## src/rtl/frm_err_pkg.sv

```systemverilog
package frm_err_pkg;

  localparam int INC_W = 4;

  typedef enum logic [1:0] {
    SEL_LOF  = 2'b00,
    SEL_BOTH = 2'b01,
    SEL_FBIT = 2'b10,
    SEL_MBIT = 2'b11
  } err_sel_e;

  typedef struct packed {
    logic [INC_W-1:0] incAmt;
    logic             latchNow;
  } tally_strobe_t;

endpackage

```

## src/rtl/frm_err_ctrl.sv

```systemverilog
module frm_err_ctrl
  import frm_err_pkg::*;
#(
  parameter int MAX_FAS_BITS = 10
) (
  input  logic             clk,
  input  logic             rstN,
  input  logic             e3Mode,
  input  logic [1:0]       countSel,
  input  logic             countInLof,
  input  logic             lofIn,
  input  logic             frameStb,
  input  logic             fBitErr,
  input  logic             mBitErr,
  input  logic [INC_W-1:0] fasErrBits,
  input  logic             latchStb,
  output tally_strobe_t    strb,
  output logic             illegal
);

  localparam logic [INC_W-1:0] FAS_CAP = INC_W'(MAX_FAS_BITS);

  err_sel_e         selMode;
  logic             lofPrev;
  logic             lofRise;
  logic             frozen;
  logic [INC_W-1:0] t3Inc;
  logic [INC_W-1:0] e3Inc;
  logic [INC_W-1:0] framedInc;
  logic [INC_W-1:0] clampedBits;

  assign selMode = err_sel_e'(countSel);

  always_ff @(posedge clk) begin
    if (!rstN) lofPrev <= 1'b0;
    else       lofPrev <= lofIn;
  end

  assign lofRise = lofIn && !lofPrev;
  assign frozen  = lofIn && !countInLof;

  always_comb begin
    clampedBits = (fasErrBits > FAS_CAP) ? FAS_CAP : fasErrBits;
  end

  always_comb begin
    t3Inc = '0;
    unique case (selMode)
      SEL_BOTH: t3Inc = INC_W'(fBitErr) + INC_W'(mBitErr);
      SEL_FBIT: t3Inc = INC_W'(fBitErr);
      SEL_MBIT: t3Inc = INC_W'(mBitErr);
      default:  t3Inc = '0;
    endcase
  end

  always_comb begin
    e3Inc = '0;
    unique case (selMode)
      SEL_BOTH: e3Inc = clampedBits;
      SEL_FBIT: e3Inc = INC_W'(fasErrBits != '0);
      default:  e3Inc = '0;
    endcase
  end

  assign illegal = e3Mode && (selMode == SEL_MBIT);

  always_comb begin
    framedInc = e3Mode ? e3Inc : t3Inc;
    if (!frameStb || frozen || illegal) framedInc = '0;
  end

  always_comb begin
    strb.latchNow = latchStb;
    if (selMode == SEL_LOF) strb.incAmt = INC_W'(lofRise);
    else                    strb.incAmt = framedInc;
  end

  // a held loss of frame adds nothing after its first cycle
  p_lof_once_r2: assert property (@(posedge clk) disable iff (!rstN)
    (selMode == SEL_LOF && lofIn && lofPrev) |-> strb.incAmt == '0);

  // frozen framed counting during loss of frame
  p_lof_gate_r8: assert property (@(posedge clk) disable iff (!rstN)
    (selMode != SEL_LOF && lofIn && !countInLof) |-> strb.incAmt == '0);

  // no increment beyond the clamp
  p_inc_cap_r5: assert property (@(posedge clk) disable iff (!rstN)
    strb.incAmt <= FAS_CAP);

  // no framed events outside a frame strobe
  p_frame_only_r11: assert property (@(posedge clk) disable iff (!rstN)
    (selMode != SEL_LOF && !frameStb) |-> strb.incAmt == '0);

endmodule

```

## src/rtl/frm_err_dp.sv

```systemverilog
module frm_err_dp
  import frm_err_pkg::*;
#(
  parameter int CNT_W = 16
) (
  input  logic             clk,
  input  logic             rstN,
  input  tally_strobe_t    strb,
  output logic [CNT_W-1:0] latchedCount
);

  localparam logic [CNT_W-1:0] CNT_MAX = {CNT_W{1'b1}};

  logic [CNT_W-1:0] runCount;
  logic [CNT_W:0]   sumWide;
  logic [CNT_W-1:0] sumSat;

  assign sumWide = {1'b0, runCount} + {{(CNT_W+1-INC_W){1'b0}}, strb.incAmt};
  assign sumSat  = sumWide[CNT_W] ? CNT_MAX : sumWide[CNT_W-1:0];

  always_ff @(posedge clk) begin
    if (!rstN) begin
      runCount     <= '0;
      latchedCount <= '0;
    end else if (strb.latchNow) begin
      runCount     <= '0;
      latchedCount <= sumSat;
    end else begin
      runCount     <= sumSat;
    end
  end

  // saturated count does not wrap
  p_no_overflow_r10: assert property (@(posedge clk) disable iff (!rstN)
    (runCount == CNT_MAX && !strb.latchNow) |=> runCount == CNT_MAX);

  // held reading between latches
  p_hold_r9: assert property (@(posedge clk) disable iff (!rstN)
    !strb.latchNow |=> $stable(latchedCount));

  // running count restarts after a latch
  p_restart_r9: assert property (@(posedge clk) disable iff (!rstN)
    strb.latchNow |=> runCount == '0);

  // count never decreases without a latch
  p_monotonic_r10: assert property (@(posedge clk) disable iff (!rstN)
    !strb.latchNow |=> runCount >= $past(runCount));

endmodule

```

## src/rtl/frm_err_tally.sv

```systemverilog
module frm_err_tally
  import frm_err_pkg::*;
#(
  parameter int CNT_W        = 16,
  parameter int MAX_FAS_BITS = 10
) (
  input  logic             clk,
  input  logic             rstN,
  input  logic             e3Mode,
  input  logic [1:0]       countSel,
  input  logic             countInLof,
  input  logic             lofIn,
  input  logic             frameStb,
  input  logic             fBitErr,
  input  logic             mBitErr,
  input  logic [3:0]       fasErrBits,
  input  logic             latchStb,
  output logic [CNT_W-1:0] latchedCount,
  output logic             cfgIllegal
);

  tally_strobe_t strb;

  frm_err_ctrl #(.MAX_FAS_BITS(MAX_FAS_BITS)) ctrl_i (
    .clk        (clk),
    .rstN       (rstN),
    .e3Mode     (e3Mode),
    .countSel   (countSel),
    .countInLof (countInLof),
    .lofIn      (lofIn),
    .frameStb   (frameStb),
    .fBitErr    (fBitErr),
    .mBitErr    (mBitErr),
    .fasErrBits (fasErrBits),
    .latchStb   (latchStb),
    .strb       (strb),
    .illegal    (cfgIllegal)
  );

  frm_err_dp #(.CNT_W(CNT_W)) dp_i (
    .clk          (clk),
    .rstN         (rstN),
    .strb         (strb),
    .latchedCount (latchedCount)
  );

  // illegal setting adds nothing to the reading
  p_illegal_idle_r7: assert property (@(posedge clk) disable iff (!rstN)
    (cfgIllegal && !latchStb) |=> $stable(latchedCount));

endmodule

```

## config.mk

```make
export PLATFORM = sky130hd
export DESIGN_NAME = frm_err_tally
export DESIGN_NICKNAME = d
export VERILOG_FILES = /design/src/rtl/frm_err_pkg.sv /design/src/rtl/frm_err_ctrl.sv /design/src/rtl/frm_err_dp.sv /design/src/rtl/frm_err_tally.sv
export SDC_FILE = /design/constraint.sdc
export NUM_CORES = 1
export LEC_CHECK = 0
export BUFFER_PORTS_ARGS = -buffer_cell sky130_fd_sc_hd__clkbuf_2
export CAP_MARGIN = 20
export CORE_UTILIZATION = 28
export CTS_CLUSTER_DIAMETER = 50
export DETAILED_ROUTE_END_ITERATION = 10
export GPL_TIMING_DRIVEN = 0
export SYNTH_ARGS = -nofsm -noshare
export SYNTH_HDL_FRONTEND = slang
export SYNTH_SLANG_ARGS = --single-unit
```

## constraint.sdc

```tcl
create_clock -name clk -period 3.8 [get_ports clk]
set_clock_uncertainty 0.1 [all_clocks]
set_input_delay 0.38 -clock clk [delete_from_list [all_inputs] [get_ports clk]]
set_output_delay 0.38 -clock clk [all_outputs]
set_load 0.05 [all_outputs]
```

==> Word level (Yosys, flattened, before mapping) <==
Cells that the tools add are included.
{ "classes": {"order_cmp": 1, "addsub": 2, "n_mux": 7, "eq_ne": 3, "n_reduce_logical": 11, "bitwise_logic": 1} }
{ "ops": {"columns": ["op", "n"], "rows": [
  ["$add A16 B4 Y17", 1],
  ["$mux W16", 1],
  ["$mux W4", 4],
  ["$pmux W4 S3", 1],
  ["$pmux W4 S2", 1],
  ["$eq A2 B2 Y1 const B", 2],
  ["$gt A4 B4 Y1 const B", 1],
  ["$reduce_bool A4 Y1", 1],
  ["$logic_and A1 B1 Y1", 3],
  ["$logic_not A1 Y1", 3],
  ["$add A1 B1 Y2", 1],
  ["$eq A2 B1 Y1 const B", 1],
  ["$logic_not A2 Y1", 1],
  ["$logic_or A1 B1 Y1", 2],
  ["$reduce_or A2 Y1", 1],
  ["$not A1 Y1", 1]
]} }
{ "word_totals": {"ff_bits": 33} }

==> Depth between registers and ports, before layout <==
Gate-level depths: netlist of the first run.
{ "depth": {"word_depth": 8, "mapped_depth": 13, "mapped_depth_nobuf": 12} }

==> Modules after synthesis <==
From an unflattened synthesis of the first run, not the netlist that was laid out.
{ "hier_totals": {"hier_cells": 204, "hier_area_um2": 1800.5} }
{ "by_module_without_submodules": {"columns": ["module", "area_each_um2", "instances", "seq_area_each_um2", "cells_each"], "rows": [
  ["frm_err_dp", 1522.7, 1, 640.6, 169],
  ["frm_err_ctrl", 277.8, 1, 20.0, 35]
]} }

==> Worst setup path before layout of the first run <==
Ideal clock, no wire load.
{ "synth_path": {"path_kind": "input port to flip-flop", "from": "input countSel[0]", "to": "register dp_i.latchedCount[8]", "setup_slack_ns": 0.522, "t_required_ns": 3.564, "setup_time_ns": 0.136, "path_buffers": 1, "arrival_time_ns": 3.042, "cell_stages": 12, "path_cell_list": "ha_1 -> and2_1 -> nor4b_1 -> o2111ai_1 -> o21ai_0 -> ha_1 -> fa_1 -> a211oi_1 -> or2_2 -> clkbuf_1 -> o311ai_0 -> a21boi_0"} }
{ "synth_between": {"elab_chain_len": 7} }
{ "synth_lines": {"columns": ["item", "line_no", "source"], "rows": [
  ["from (decl)", "frm_err_tally.sv:10", "input logic [1:0] countSel,"],
  ["$eq A2 B2 Y1", "frm_err_ctrl.sv:65", "assign illegal = e3Mode && (selMode == SEL_MBIT);"],
  ["$logic_and A1 B1 Y1", "frm_err_ctrl.sv:65", null],
  ["via cfgIllegal", "frm_err_tally.sv:19", "output logic cfgIllegal"],
  ["$logic_or A1 B1 Y1", "frm_err_ctrl.sv:69", "if (!frameStb || frozen || illegal) framedInc = '0;"],
  ["$mux W4", "frm_err_ctrl.sv:69", null],
  ["$mux W4", "frm_err_ctrl.sv:74", "if (selMode == SEL_LOF) strb.incAmt = INC_W'(lofRise);"],
  ["$add A16 B4 Y17", "frm_err_dp.sv:18", "assign sumWide = {1'b0, runCount} + {{(CNT_W+1-INC_W){1'b0}}, strb.incAmt};"],
  ["$mux W16", "frm_err_dp.sv:19", "assign sumSat = sumWide[CNT_W] ? CNT_MAX : sumWide[CNT_W-1:0];"],
  ["to (signal assigned)", "frm_err_dp.sv:27", "latchedCount <= sumSat;"],
  ["to (decl)", "frm_err_dp.sv:9", "output logic [CNT_W-1:0] latchedCount"]
]} }
The timed path passes the listed nets, and every way through them passes these cells.
A chain may end at the register's enable or synchronous reset.

==> Worst setup path in the final report of the first run <==
{ "layout_path": {"from": "input countSel[0]", "to": "register dp_i.latchedCount[11]"} }
{ "layout_between": {"elab_chain_len": 7} }
{ "layout_lines": {"columns": ["item", "line_no", "source"], "rows": [
  ["$eq A2 B2 Y1, or another cell as far along", "frm_err_ctrl.sv:48, frm_err_ctrl.sv:65", null],
  ["$pmux W4 S3, or another cell as far along", "frm_err_ctrl.sv:48", "unique case (selMode)"],
  ["$mux W4 / $logic_or A1 B1 Y1 (equally long branches)", "frm_err_ctrl.sv:68, frm_err_ctrl.sv:69", null],
  ["$mux W4", "frm_err_ctrl.sv:69", null],
  ["$mux W4 *", "frm_err_ctrl.sv:74", null],
  ["$add A16 B4 Y17 *", "frm_err_dp.sv:18", null],
  ["$mux W16 *", "frm_err_dp.sv:19", null]
]} }
Mark *: on every way between the ends. The rest lies on a longest branch, timed or not.

==> flow_metrics.tcl, run 1 <==
set metrics [dict create \
    critPathTopFamily "simple AND/OR/NAND/NOR gates" \
    max-vdd-ir-drop_uv 134 \
    io_pins 32 \
    cp_num_buf_inv 1 \
    viasPerCell 5.17 \
    n_antenna_cell 0 \
    clock_sinks 33 \
    period_needed_ns 3.45 \
    critPathArrivalTime_ns 3.49 \
    drive_above_1_share_pct 18.1 \
    synthesis.nets 225 \
    switching_power_mw 0.186 \
    finalWeightedCongestion 0.826 \
    max_stage_delay_ns 0.52 \
    swShare_pct 26.8 \
    ys.flop_type "dfxtp_1" \
    rsz0062_at_grt "no" \
    synth-seq-cells 33 \
    end_kind "flip-flop" \
    die_x_um 80.1 \
    fin_setup_tns_ns 0 \
    crit_type "in2reg" \
    crit_slowest_cell "a21oi_1" \
    core_area_um2 5890 \
    status "finished, final reports clean" \
    cp-start-kind "input port" \
    ys_async_sr_fraction_pct 0 \
    cts_resized 0 \
    synth_seq_area_share_pct 38.7 \
    ctsHoldBuffers 0 \
    grtUsageTotal_pct 14.8 \
    pwr-share-clk_pct 36.3 \
    cp_cell_sequence "clkbuf_2 -> ha_1 -> and2_1 -> nor4b_1 -> nand2_1 -> nor4b_1 -> ha_1 -> a211oi_1 -> nor2_1 -> a21oi_1 -> a31oi_1" \
    initial_utilization_pct 29.0 \
    hp-class "in2reg" \
    grt_pass1_vias 1454 \
    finalCritPeriodShare_pct 90.9 \
    drtPass1Iterations 4 \
    cts.path.max_buffers 2 \
    setup_viol 0 \
    p_int_mw 0.509 \
    holdWs_ns 0.238 \
    nFillCells 644 \
    drv_cap 0 \
    cts_setup_buffers 0 \
    p_leak_nw 0.812 \
    antenna_found_initial 0 \
    synth.cell_area_um2 1710 \
    finalHoldViolations 0 \
    crit_required_ns 3.84 \
    ys_warn_count 0 \
    dpl.hpwl_mm 3.08 \
    clk_latency_ns 0.28 \
    clk_pin_slew_worst_paths_ns 0.07 \
    final_area_um2 2030 \
    root_buffer "clkbuf_8" \
    grt_overflow_total 0 \
    die_h_um 80.1 \
    pwr-share-comb_pct 12.2 \
    cts_made_buffers 5 \
    grt_pass1_wl_mm 7.21 \
    power_frac_seq_pct 51.5 \
    syn-instance-count 200 \
    worst_pin_slew_ns 0.595 \
    drc 0 \
    worst-path-max-fanout 6 \
    ant_nets 0 \
    dpl_cell_area_um2 1950 \
    cts.htree.levels 2 \
    area_growth_pct 19.0 \
    finalMaxSlewViolations 0 \
    ys_types 44 \
    grt_max_degree 11 \
    synth_edf_count 0 \
    nNetsFinal 262 \
    io_buffers 30 \
    fp.dieArea_um2 6420 \
    powerDensity_nw_per_um2 342 \
    wl_mm 4.29 \
    cts_tree "done" \
    avgSynthCellArea_um2 8.54 \
    timing.fmax_ghz 0.290 \
    num_rows 28 \
    slew_headroom_pct 60.3 \
    wl_per_cell_um 13.7 \
    route.vias.total 1619 \
    drt_iter0_drc 166 \
]
==> final cells by class <==
| type | count | area [um2] | share of cell area, % |
|---|---|---|---|
| Clock buffer | 8 | 80.1 | 3.94 |
| Sequential cell | 33 | 661 | 32.5 |
| Tap cell | 75 | 93.8 | 4.62 |
| Buffer | 10 | 42.5 | 2.09 |
| Multi-Input combinational cell | 149 | 975 | 48.0 |
| Inverter | 8 | 30.0 | 1.48 |
| Timing Repair Buffer | 30 | 150 | 7.39 |
==> worst register-to-register path: stages (launching register included) <==
cell and delay [ns]:
dfxtp_1 0.31, nor2_1 0.04, a21oi_1 0.10, o21ai_0 0.12, ha_1 0.24, fa_1 0.44
a211oi_1 0.40, nor2_1 0.21, a21oi_1 0.52, a31oi_1 0.15
==> placed cells by master (no fill, tap or decap), types with 8 or more instances in the layout <==
master    count
o21ai_0      18
a21oi_1      22
nor2_1       11
nand2_1      13
clkbuf_2     30
inv_1         8
ha_1          9
a31oi_1      11
dfxtp_1      33
clkbuf_1      9
==> worst paths after layout <==
path                        startpoint                    end  slack (ns)  cells after the start
hold / removal                   lofIn         ctrl_i.lofPrev        0.24                      2
hold reg to reg   dp_i.latchedCount[8]   dp_i.latchedCount[8]        0.39                      2
setup / recovery           countSel[0]  dp_i.latchedCount[11]        0.35                     11
setup reg to reg        ctrl_i.lofPrev  dp_i.latchedCount[11]        1.04                      9
==> sequential cells by signal, summed over array words and instances, names as in the netlist <==
name	flops
dp_i.runCount	16
dp_i.latchedCount	16
ctrl_i.lofPrev	1
==> metal layers <==
metal / vias up / global-route usage, % / part of all wire [%]
li1: 839 / - / -
met1: 745 / 19.8 / 49
met2: 30 / 23.2 / 46
met3: 5 / 3.52 / 3.5
met4: 0 / 5.18 / 1.4
met5: - / 0 / 0
==> cells in the mapped netlist, types with 2 or more instances <==
master    instances  area [um2]
nor2_1           11        41.3
a21oi_1          22         110
a311oi_1          2        17.5
a211oi_1          5        37.5
dfxtp_1          33         661
nor4b_1           2        17.5
a41oi_1           2        17.5
ha_1              9         113
inv_1             8        30.0
o21ai_0          18        90.1
and2_1            4        25.0
nand4_1           2        12.5
or4_1             2        15.0
clkbuf_1          6        22.5
xor2_1            2        17.5
buf_2             4        20.0
o31ai_1           7        52.6
a21o_1            3        22.5
or3_1             2        12.5
nand2_1          13        48.8
a31oi_1          11        68.8
nor3_1            6        30.0
nand3_1           5        25.0
==> kinds of logic after synthesis <==
logic type | share of synthesized area, %
compound gates | 30.0
simple gates | 17.7
flops | 38.7
buf+inv | 4.25
fa+ha+maj | 7.77
xor+xnor | 1.54
==> power by group through the flow <==
stage	Combinational (mW)	Sequential (mW)	Clock, mW
after floorplan	0.0329	0.389	0
after global placement	0.0848	0.365	0
after detailed placement	0.0853	0.365	0
after CTS	0.0857	0.358	0.261
after global routing	0.0932	0.358	0.281
final	0.0848	0.357	0.252
==> through the flow <==
stage | total power [mW] | std cells | worst slack (ns) | util [%]
floorplan | 0.422 | 200 | 0.522 | -
global placement | 0.450 | 305 | 0.0822 | 33.2
detailed placement | 0.451 | 305 | 0.0143 | 33.2
CTS | 0.704 | 313 | 0.276 | 34.5
global route | 0.732 | 313 | 0.0336 | 34.5
finish | 0.695 | 313 | 0.347 | 34.5
Power figures use the tool's default switching activity.
==> run 2, diff against run 1 <==
Clock period 3.8 ns to 3.47 ns, I/O delays scaled along.
==> flow_metrics.tcl, run 2 (synthesis gave the netlist of run 1 again) <==
set metrics [dict create \
    drive_above_1_share_pct 19.7 \
    fin_util_pct 34.8 \
    io_buffers 30 \
    worst_pin_slew_ns 0.521 \
    io_pins 32 \
    end_kind "flip-flop" \
    fp.dieArea_um2 6420 \
    crit_type "in2reg" \
    timing.fmax_ghz 0.319 \
    p_leak_nw 0.815 \
    layoutNonFillerInstCount 313 \
    r2r_cells 10 \
    area_growth_pct 20.1 \
    root_buffer "clkbuf_8" \
    critPathArrivalTime_ns 3.23 \
    drt_iter0_drc 161 \
    crit_slowest_cell "fa_1" \
    min_from "lofIn" \
    clk_latency_ns 0.28 \
    antenna_found_initial 0 \
    worst-path-max-fanout 6 \
    route.vias.total 1630 \
    cp-startpoint "fBitErr" \
    viasPerCell 5.21 \
    slew_headroom_pct 65.2 \
    rr_startpoint "ctrl_i.lofPrev" \
    wl_mm 4.45 \
    grtUsageTotal_pct 14.9 \
    critPathTopFamily "compound AO/OA/AOI/OAI gates" \
    dpl_cell_area_um2 1950 \
    finalHoldViolations 0 \
    placed_cells_incl_taps 305 \
    rsz0062_at_grt "no" \
    finalWeightedCongestion 0.826 \
    powerDensity_nw_per_um2 372 \
    wl_per_cell_um 14.2 \
    worst_path_most_repeated_cell "ha_1" \
    r2r_end "dp_i.latchedCount[6]" \
    cts_made_buffers 5 \
    nNetsFinal 262 \
    total_power_mw 0.763 \
    clock_sinks 33 \
    final_area_um2 2050 \
    cts_setup_buffers 0 \
    cp_num_cells 13 \
    drc 0 \
    die_h_um 80.1 \
    grt_overflow_total 0 \
    cp_num_buf_inv 2 \
    status "finished, final reports clean" \
    drtPass1Iterations 4 \
    final_common_cell "dfxtp_1" \
    num_rows 28 \
    ctsHoldBuffers 0 \
    cts.htree.levels 2 \
    layout_common_cells "33 x dfxtp_1, 30 x clkbuf_2, 21 x a21oi_1" \
    max_stage_delay_ns 0.44 \
    finalMaxSlewViolations 0 \
    core_area_um2 5890 \
    cts_tree "done" \
    setup_viol 0 \
    period_needed_ns 3.14 \
    cts_resized 1 \
    cp-start-kind "input port" \
    hp-class "in2reg" \
    ant_nets 0 \
    dpl.hpwl_mm 3.08 \
    max-vdd-ir-drop_uv 149 \
    cts.path.max_buffers 2 \
    top_regs "dp_i.latchedCount x16, dp_i.runCount x16, ctrl_i.lofPrev x1" \
    holdWs_ns 0.203 \
    grt_pass1_wl_mm 7.24 \
    cp-endpoint "dp_i.latchedCount[6]" \
    initial_utilization_pct 29.0 \
    n_antenna_cell 0 \
    grt_pass1_vias 1461 \
    crit_required_ns 3.56 \
    die_x_um 80.1 \
    drv_cap 0 \
    rrSetupSlack_ns 0.89 \
    cp_cell_sequence "clkbuf_2 -> ha_1 -> a222oi_1 -> nor2_1 -> a21oi_1 -> o21ai_0 -> ha_1 -> fa_1 -> a211oi_2 -> or2_2 -> clkbuf_1 -> nor3b_1 -> a311oi_1" \
    finalCritPeriodShare_pct 90.5 \
    grt_max_degree 11 \
    clk_pin_slew_worst_paths_ns 0.06 \
]
run 2: cell types whose count changed in the layout (fill, tap and decap cells not counted):
cell,change
nor4b_2,+1
nor2_2,+1
a2111oi_1,+1
nor4b_1,-1
nor2_1,-1
a2111oi_0,-1
a21oi_1,-1
a211oi_1,-1
a211oi_2,+1
a21oi_2,+1
run 2: worst min path at each step:
stage | slack (ns) | to | cells past startpoint
final | 0.20 | ctrl_i.lofPrev | 2
after global placement | 0.37 | dp_i.latchedCount[8] | 2
after detailed placement | 0.38 | dp_i.latchedCount[8] | 2
after floorplan | 0.37 | ctrl_i.lofPrev | 1
after global routing | 0.21 | ctrl_i.lofPrev | 2
after CTS | 0.20 | ctrl_i.lofPrev | 2
run 2: layout make-up:
type	count	area [um2]
fill	644	3830
multi-input combinational	149	993
sequential	33	661
timing repair buffer	30	150
tap	75	93.8
clock buffer	8	80.1
buffer	10	42.5
inverter	8	30.0
run 2: where the power goes:
| part | switching (mW) | total, mW | internal (mW) |
|---|---|---|---|
| Combinational | 0.0671 | 0.0947 | 0.0276 |
| Clock | 0.135 | 0.277 | 0.142 |
| Sequential | 0.00381 | 0.391 | 0.388 |
| Total | 0.206 | 0.763 | 0.558 |
run 2: per-stage QoR:
step | TNS (ns) | setup slack, ns
3_3_place_gp | -2.22 | -0.215
2_1_floorplan | 0 | 0.225
6_report | 0 | 0.330
4_1_cts | 0 | 0.0536
3_5_place_dp | -4.20 | -0.283
5_1_grt | 0 | 0.0135
run 2: metal layers:
| metal | global-route usage [%] | wire [um] | up-vias |
|---|---|---|---|
| met3 | 3.52 | 149 | 5 |
| met5 | 0 | 0 | - |
| met2 | 23.3 | 2060 | 37 |
| met4 | 5.18 | 62 | 0 |
| li1 | - | - | 842 |
| met1 | 19.8 | 2170 | 746 |
==> run 3, diff against run 2 <==
Clock period 3.47 ns to 3.5 ns, I/O delays scaled along.
==> flow_metrics.tcl, run 3 (synthesis gave the netlist of run 1 again) <==
set metrics [dict create \
    final_common_cell "dfxtp_1" \
    slew_headroom_pct 64.9 \
    die_x_um 80.1 \
    crit_type "in2reg" \
    status "finished, final reports clean" \
    wl_mm 4.42 \
    finalHoldViolations 0 \
    finalCritPeriodShare_pct 89.7 \
    drt_iter0_drc 171 \
    worst_pin_slew_ns 0.527 \
    drv_cap 0 \
    p_leak_nw 0.815 \
    clk_pin_slew_worst_paths_ns 0.06 \
    cts.path.max_buffers 2 \
    ctsHoldBuffers 0 \
    critPathArrivalTime_ns 3.23 \
    cts_tree "done" \
    fin_setup_tns_ns 0 \
    cts.htree.levels 2 \
    grt_pass1_vias 1454 \
    nNetsFinal 262 \
    layout_common_cells "33 x dfxtp_1, 30 x clkbuf_2, 21 x a21oi_1" \
    pwr-share-comb_pct 12.4 \
    ant_nets 0 \
    die_h_um 80.1 \
    switching_power_mw 0.204 \
    route.vias.total 1634 \
    grt_overflow_total 0 \
    finalMaxSlewViolations 0 \
    crit_required_ns 3.59 \
    grt_pass1_wl_mm 7.21 \
    cp-start-kind "input port" \
    area_growth_pct 20.1 \
    viasPerCell 5.22 \
    io_pins 32 \
    root_buffer "clkbuf_8" \
    pwr-share-clk_pct 36.3 \
    top_regs "dp_i.latchedCount x16, dp_i.runCount x16, ctrl_i.lofPrev x1" \
    p_int_mw 0.553 \
    wl_per_cell_um 14.1 \
    drtPass1Iterations 4 \
    period_needed_ns 3.14 \
    rsz0062_at_grt "no" \
    setup_viol 0 \
    clk_latency_ns 0.28 \
    max-vdd-ir-drop_uv 147 \
    finalWeightedCongestion 0.826 \
    cts_setup_buffers 0 \
    drive_above_1_share_pct 19.7 \
    initial_utilization_pct 29.0 \
    fp.dieArea_um2 6420 \
    swShare_pct 27.0 \
    clock_sinks 33 \
    antenna_found_initial 0 \
    n_antenna_cell 0 \
    grtUsageTotal_pct 14.8 \
    dpl_cell_area_um2 1950 \
    grt_max_degree 11 \
    powerDensity_nw_per_um2 369 \
    cts_made_buffers 5 \
    end_kind "flip-flop" \
    final_area_um2 2050 \
    hp-class "in2reg" \
    timing.fmax_ghz 0.318 \
    core_area_um2 5890 \
    worst-path-max-fanout 6 \
    dpl.hpwl_mm 3.08 \
    drc 0 \
    num_rows 28 \
    io_buffers 30 \
    power_frac_seq_pct 51.3 \
]
[run 3: power by group through the flow]
stage	Combinational (mW)	Sequential [mW]	Clock, mW
2_1_floorplan	0.0358	0.422	0
3_5_place_dp	0.0927	0.397	0
3_3_place_gp	0.0921	0.397	0
5_1_grt	0.102	0.389	0.305
6_report	0.0939	0.388	0.275
4_1_cts	0.0931	0.388	0.284
[run 3: path summary, 6_finish.rpt]
path                   startpoint  slack, ns  cells past startpoint              endpoint
min                         lofIn       0.21                      2        ctrl_i.lofPrev
max                       fBitErr       0.36                     13  dp_i.latchedCount[6]
min reg2reg  dp_i.latchedCount[8]       0.39                      2  dp_i.latchedCount[8]
max reg2reg        ctrl_i.lofPrev       0.92                     10  dp_i.latchedCount[6]
[run 3: metrics by stage]
| step | worst slack (ns) | util (%) | std cells | hold slack (ns) | power (mW) |
|---|---|---|---|---|---|
| floorplan | 0.252 | - | 200 | 0.372 | 0.458 |
| global placement | -0.188 | 33.2 | 305 | 0.370 | 0.489 |
| detailed placement | -0.256 | 33.2 | 305 | 0.376 | 0.489 |
| CTS | 0.00575 | 34.5 | 313 | 0.205 | 0.765 |
| global route | 0.0405 | 34.8 | 313 | 0.210 | 0.796 |
| finish | 0.359 | 34.8 | 313 | 0.207 | 0.757 |
[run 3: area by class of cell]
| class | count | area (um2) |
|---|---|---|
| fillers | 644 | 3830 |
| repair buffers | 30 | 150 |
| plain buffers | 10 | 42.5 |
| flip-flops and latches | 33 | 661 |
| multi-input cells | 149 | 993 |
| clock buffers | 8 | 80.1 |
| inverters | 8 | 30.0 |
| well taps | 75 | 93.8 |
[run 3: layer usage]
layer / GRT usage (%) / share of wire, % / up-vias
li1: - / - / 842
met1: 19.8 / 48 / 744
met2: 23.2 / 46 / 42
met3: 3.52 / 4.5 / 6
met4: 5.18 / 1.4 / 0
met5: 0 / 0 / -
[run 3: worst max-delay path: stages]
cell and delay (ns):
clkbuf_2 0.10, ha_1 0.29, a222oi_1 0.34, nor2_1 0.07
a21oi_1 0.14, o21ai_0 0.12, ha_1 0.24, fa_1 0.44
a211oi_2 0.34, or2_2 0.16, clkbuf_1 0.24, nor3b_1 0.12
a311oi_1 0.28
[run 3: what timing repair did]
item                                   4_1_cts  5_1_grt
setup endpoints to repair                    0       30
gates resized for setup                      0        5
endpoints found under the hold margin        0        0
